===== src/rtl/gpio_mux_pkg.sv =====
package gpio_mux_pkg;
    localparam int NPIN   = 5;
    localparam int NCS    = 4;
    localparam int DW     = 8;
    localparam int NRSVD  = DW - NPIN;
    localparam int SYNC_N = 2;

    typedef struct packed {
        logic [NPIN-1:0] dir;
        logic [NPIN-1:0] dat;
    } port_regs_t;

    localparam logic [NPIN-1:0] DIR_RST = 5'b10000;
    localparam logic [NPIN-1:0] DAT_RST = 5'b00000;
endpackage


===== src/rtl/gpio_sync.sv =====
module gpio_sync #(
    parameter int W      = 5,
    parameter int STAGES = 2
) (
    input  logic         clk,
    input  logic         rst_n,
    input  logic [W-1:0] d,
    output logic [W-1:0] q
);
    logic [W-1:0] stg_q [STAGES];
    logic [W-1:0] stg_d [STAGES];

    always_comb begin
        stg_d[0] = d;
        for (int i = 1; i < STAGES; i++) stg_d[i] = stg_q[i-1];
    end

    for (genvar s = 0; s < STAGES; s++) begin : g_stage
        always_ff @(posedge clk or negedge rst_n) begin
            if (!rst_n) stg_q[s] <= '0;
            else        stg_q[s] <= stg_d[s];
        end
    end

    assign q = stg_q[STAGES-1];
endmodule


===== src/rtl/gpio_regs.sv =====
module gpio_regs
    import gpio_mux_pkg::*;
#(
    parameter int ADDR_W    = 2,
    parameter int DIR_ADDR  = 0,
    parameter int DATA_ADDR = 1
) (
    input  logic              clk,
    input  logic              rst_n,
    input  logic              hw_stby,
    input  logic              sw_stby,
    input  logic [ADDR_W-1:0] addr,
    input  logic              wr,
    input  logic [DW-1:0]     wdata,
    output port_regs_t        regs
);
    port_regs_t regs_d, regs_q;

    always_comb begin
        regs_d = regs_q;
        if (hw_stby) begin
            regs_d.dir = DIR_RST;
            regs_d.dat = DAT_RST;
        end else if (wr && !sw_stby) begin
            if (addr == ADDR_W'(DIR_ADDR))  regs_d.dir = wdata[NPIN-1:0];
            if (addr == ADDR_W'(DATA_ADDR)) regs_d.dat = wdata[NPIN-1:0];
        end
    end

    always_ff @(posedge clk or negedge rst_n) begin
        if (!rst_n) begin
            regs_q.dir <= DIR_RST;
            regs_q.dat <= DAT_RST;
        end else begin
            regs_q <= regs_d;
        end
    end

    assign regs = regs_q;
endmodule


===== src/rtl/gpio_pinmux.sv =====
module gpio_pinmux
    import gpio_mux_pkg::*;
(
    input  port_regs_t       regs,
    input  logic [NCS-1:0]   cs_strobe,
    input  logic             rfsh_en,
    input  logic             rfsh_strobe,
    output logic [NPIN-1:0]  oe,
    output logic [NPIN-1:0]  out
);
    // pin p (1..NCS) carries chip-select NPIN-1-p
    for (genvar p = 1; p < NPIN; p++) begin : g_cs_pin
        assign oe[p]  = regs.dir[p];
        assign out[p] = cs_strobe[NPIN-1-p];
    end

    always_comb begin
        if (rfsh_en) begin
            oe[0]  = 1'b1;
            out[0] = rfsh_strobe;
        end else begin
            oe[0]  = regs.dir[0];
            out[0] = regs.dat[0];
        end
    end
endmodule


===== src/rtl/gpio_mux_port.sv =====
module gpio_mux_port
    import gpio_mux_pkg::*;
#(
    parameter int ADDR_W    = 2,
    parameter int DIR_ADDR  = 0,
    parameter int DATA_ADDR = 1
) (
    input  logic              clk,
    input  logic              rst_n,
    input  logic              hw_stby,
    input  logic              sw_stby,
    input  logic [ADDR_W-1:0] reg_addr,
    input  logic              reg_wr,
    input  logic [7:0]        reg_wdata,
    output logic [7:0]        reg_rdata,
    input  logic [4:0]        pad_in,
    output logic [4:0]        pad_oe,
    output logic [4:0]        pad_out,
    input  logic [3:0]        cs_strobe,
    input  logic              rfsh_en,
    input  logic              rfsh_strobe
);
    port_regs_t      regs;
    logic [NPIN-1:0] pin_sync;
    logic [NPIN-1:0] mixed;

    gpio_regs #(
        .ADDR_W(ADDR_W), .DIR_ADDR(DIR_ADDR), .DATA_ADDR(DATA_ADDR)
    ) regs_i (
        .clk(clk), .rst_n(rst_n), .hw_stby(hw_stby), .sw_stby(sw_stby),
        .addr(reg_addr), .wr(reg_wr), .wdata(reg_wdata), .regs(regs)
    );

    gpio_sync #(.W(NPIN), .STAGES(SYNC_N)) sync_i (
        .clk(clk), .rst_n(rst_n), .d(pad_in), .q(pin_sync)
    );

    gpio_pinmux mux_i (
        .regs(regs), .cs_strobe(cs_strobe), .rfsh_en(rfsh_en),
        .rfsh_strobe(rfsh_strobe), .oe(pad_oe), .out(pad_out)
    );

    always_comb begin
        mixed = (regs.dat & regs.dir) | (pin_sync & ~regs.dir);
        if (reg_addr == ADDR_W'(DIR_ADDR))
            reg_rdata = '1;
        else if (reg_addr == ADDR_W'(DATA_ADDR))
            reg_rdata = {{NRSVD{1'b1}}, mixed};
        else
            reg_rdata = '0;
    end
endmodule


===== config.mk =====
export PLATFORM = sky130hd
export DESIGN_NAME = gpio_mux_port
export DESIGN_NICKNAME = d
export VERILOG_FILES = /design/src/rtl/gpio_mux_pkg.sv /design/src/rtl/gpio_sync.sv /design/src/rtl/gpio_regs.sv /design/src/rtl/gpio_pinmux.sv /design/src/rtl/gpio_mux_port.sv
export SDC_FILE = /design/constraint.sdc
export NUM_CORES = 1
export LEC_CHECK = 0
export ABC_CLOCK_PERIOD_IN_PS = 1400
export BUFFER_PORTS_ARGS = -buffer_cell sky130_fd_sc_hd__buf_2
export CAP_MARGIN = 30
export CORE_MARGIN = 2
export CORE_UTILIZATION = 40
export DETAILED_ROUTE_END_ITERATION = 8
export PLACE_DENSITY = 0.77
export SLEW_MARGIN = 10
export SYNTH_ARGS = -nofsm -noshare
export SYNTH_HDL_FRONTEND = slang
export SYNTH_SLANG_ARGS = --single-unit

===== constraint.sdc =====
create_clock -name clk -period 1.4 [get_ports clk]
set_clock_uncertainty 0.15 [all_clocks]
set_input_delay 0.14 -clock clk [delete_from_list [all_inputs] [get_ports clk]]
set_output_delay 0.14 -clock clk [all_outputs]
set_load 0.02 [all_outputs]

==> summary.md <==
| Metric | Value |
|---|---|
| Outcome | finished with violations |
| Violated checks | setup timing |
| Synth Area in Simple Gates | 13.6% |
| Top cells by count, synth | dfrtp_1 (19), mux2i_1 (15), nand2b_1 (14) |
| Initial antenna violation count | 0 |
| Slew Limit Fails | 0 |
| Asr flop ratio synth | 100% |
| Fmax | 637 MHz |
| IO Port Bufs | 32 |
| Warnings from Yosys | 0 |
| Count leader, synth | dfrtp_1 |
| Total inserted antenna cells | 0 |
| Share of the synthesized area in the top cell type | 52.2% |
| Worst-path fanout max | 2 |
| Most used DFF post-synth | dfrtp_1 |
| R2R cell count | 4 |
| Critical Path Max Stage Delay | 0.55 ns |
| Worst Setup Start Kind | register |
| Hold depth | 3 |
| RSZ-0062 raised after global routing | true |
| Top Family by Delay on Critical Path | flip-flops |
| CP Class | register to output pin |
| CP required | 1.11 ns |
| R2R Path Start | regs_i.regs[7]$_DFFE_PN0P_ |
| Final Cell Area | 0.00125 mm2 |
| Area share of xor/xnor cells in the synthesized design | 0% |
| Total congestion overflow | 0 |
| Core area | 0.00219 mm2 |
| Wl on met1 | 786 um |
| Latest clock arrival within the worst-skew pair | 0.30 ns |
| Crit. End Element | output pin |
| Synth Area in Adders | 0% |
| Maxcap violations | 0 |
| CTS root buffer | clkbuf_4 |
| Syn nets | 100 |
| Vias in the first global route | 662 |
| First-pass GRT wire length | 2870 um |
| 1st-iter DRT viols | 5 |
| Die Wd | 51.7 um |
| Mean post-synth cell area | 12.3 um2 |
| Slowest-stage cell, CP | dfstp_2 |
| P per Cell Area | 900 mW/mm2 |
| DRT antenna net count | 0 |
| Worst Setup SP | regs_i.regs[9]$_DFFE_PN1P_ |
| Starting Density | 41.6% |
| FP Rows | 17 |
| Synth top area cells | dfrtp_1 (52%), mux2i_1 (16%), nand2b_1 (9.6%), buf_4 (8.2%), dfstp_2 (2.9%) |
| Total Wirelength | 1760 um |
| R2r setup slk | 0.33 ns |
| Area leader, netlist | dfrtp_1 |
| Share of cells above drive strength 1 | 40.9% |
| Leakage | 0.000629 uW |
| Die footprint | 0.00267 mm2 |
| FF+latch count, synth | 20 |
| Proportion of synthesized area in mux cells | 17.7% |
| Max Buffers Root-to-Sink | 2 |
| CTS Buf Count | 3 |
| Critical path, cell by cell | mux2i_1 > a21oi_1 > buf_4 |
| Stages on worst setup path | 3 |
| Post-layout min period | 1.57 ns |
| Worst min path class | primary input to register |
| Final Hold Viols | 0 |
| Worst slew pin tran | 0.433 ns |
| Layout Nets | 142 |
| Worst reg2reg endpoint | regs_i.regs[7]$_DFFE_PN0P_ |
| Die H | 51.7 um |
| Peak supply drop | 0.624 mV |
| Avg Vias per Cell | 4.57 |
| Via count | 654 |
| Drt pass-1 iters | 4 |
| DP HPWL | 1170 um |
| Routability cong. | 0.769 |
| Placed Area | 0.00103 mm2 |
| Post-Place Cells | 123 |
| Post-Layout Cell Count | 143 |
| Largest family of logic cells by synthesized area | multiplexers |
| Crit path to | reg_rdata[4] |
| Met2 wire length | 807 um |
| Normalized max-slew margin | 71.1% |
| Final worst setup slack | -0.170 ns |
| Post-synth EDFFs | 0 |
| Total clock sinks | 20 |
| Library cells used by synthesis | 15 |
| Io pins | 44 |
| CTS clock-pin slew for the worst setup and hold paths | 0.11 ns |
| Gr usage total | 14.9% |
| Area delta synth->final | 37.2% |
| H-tree depth reported by CTS | 1 |
| Largest net degree at the start of global routing | 21 |
| WL met3 | 125 um |
| Register area share after synthesis | 55.1% |
| Critical Path AT | 1.28 ns |
| Final period util | 112% |
| CTS tree | built |
| Worst Path Buf+Inv | 1 |
| Highest Signal Layer | met4 |
| Cell count after synthesis | 74 |
| WL per Instance | 12.3 um |
| Area fraction in compound gates after synthesis | 2.75% |
| Hold path start | hw_stby |
| DRC errors left | 0 |
| # setup viols final | 7 |
| Synthesized cell area | 911 um2 |
==> cell families (layout without fill, tap and decap cells) <==
group / after synthesis / count (layout)
mux: 16 / 16
simple gates: 19 / 19
compound gates: 5 / 5
buf+inv: 14 / 55
flops: 20 / 20
==> layout make-up <==
| class | instances | area [um2] |
|---|---|---|
| clock buffers | 4 | 36.3 |
| fillers | 183 | 941 |
| inverters | 1 | 3.75 |
| multi-input cells | 40 | 313 |
| flip-flops and latches | 20 | 502 |
| well taps | 28 | 35.0 |
| repair buffers | 50 | 360 |
==> timing repair <==
item	4_1_cts	5_1_grt
endpoints found under the setup margin	7	8
hold buffers	11	0
pin swaps	5	2
endpoints found under the hold margin	35	0
setup buffers	4	1
cloned	0	0
gates resized for setup	8	6
==> flip-flops by register name (all words and copies together), names as in the netlist <==
register,cells
regs_i.regs,10
sync_i.q,5
sync_i.stg_d,5
==> cell usage in the layout (no fill, tap or decap) <==
cell type	Yosys	layout
mux2_2	1	1
buf_6	1	4
buf_2	1	23
nor2_1	2	2
a21oi_1	5	5
nand2b_1	14	14
dlygate4sd3_1	0	11
clkbuf_4	0	3
dfstp_2	1	1
mux2i_1	15	15
or4b_1	1	1
buf_4	10	12
or2_4	0	1
clkbuf_8	0	1
and4bb_2	1	1
dfrtp_1	19	19
inv_1	1	1
==> per-stage QoR <==
| stage | total power (uW) | hold WS, ns | util (%) | setup TNS [ns] | setup WS (ns) |
|---|---|---|---|---|---|
| after floorplan | 709 | -0.306 | - | 0 | 0.147 |
| after global placement | 753 | -0.0533 | 46.8 | -0.00101 | -0.000850 |
| after detailed placement | 755 | -0.0426 | 46.8 | -0.0143 | -0.00698 |
| after CTS | 1120 | 0.0513 | 55.9 | -0.373 | -0.179 |
| after global routing | 1170 | 0.0846 | 57.1 | -0.793 | -0.224 |
| final | 1130 | 0.0487 | 57.1 | -0.300 | -0.170 |
==> report_power, final <==
group	total (uW)	switching, uW	internal [uW]
registers	606	7.52	598
clock network	341	182	159
logic	178	83.8	94.5
==> tightest hold or removal path: cells and delay by family <==
family                 cells  cell delay (ns)
AND/OR/NAND/NOR            1             0.12
buffers and inverters      1             0.17
multiplexers               1             0.08
==> per-layer routing <==
layer,up-vias,global-route usage [%]
li1,319,-
met1,306,17.6
met2,24,24.4
met3,5,4.31
met4,0,7.89
met5,-,0
==> worst min-delay path by stage <==
stage / end / slack, ns
floorplan: regs_i.regs[0]$_DFFE_PN0P_ / -0.31
global placement: sync_i.stg_d[2]$_DFF_PN0_ / -0.05
detailed placement: regs_i.regs[7]$_DFFE_PN0P_ / -0.04
CTS: regs_i.regs[9]$_DFFE_PN1P_ / 0.05
global route: regs_i.regs[9]$_DFFE_PN1P_ / 0.08
finish: regs_i.regs[9]$_DFFE_PN1P_ / 0.05
(Power assumes the default switching activity.)
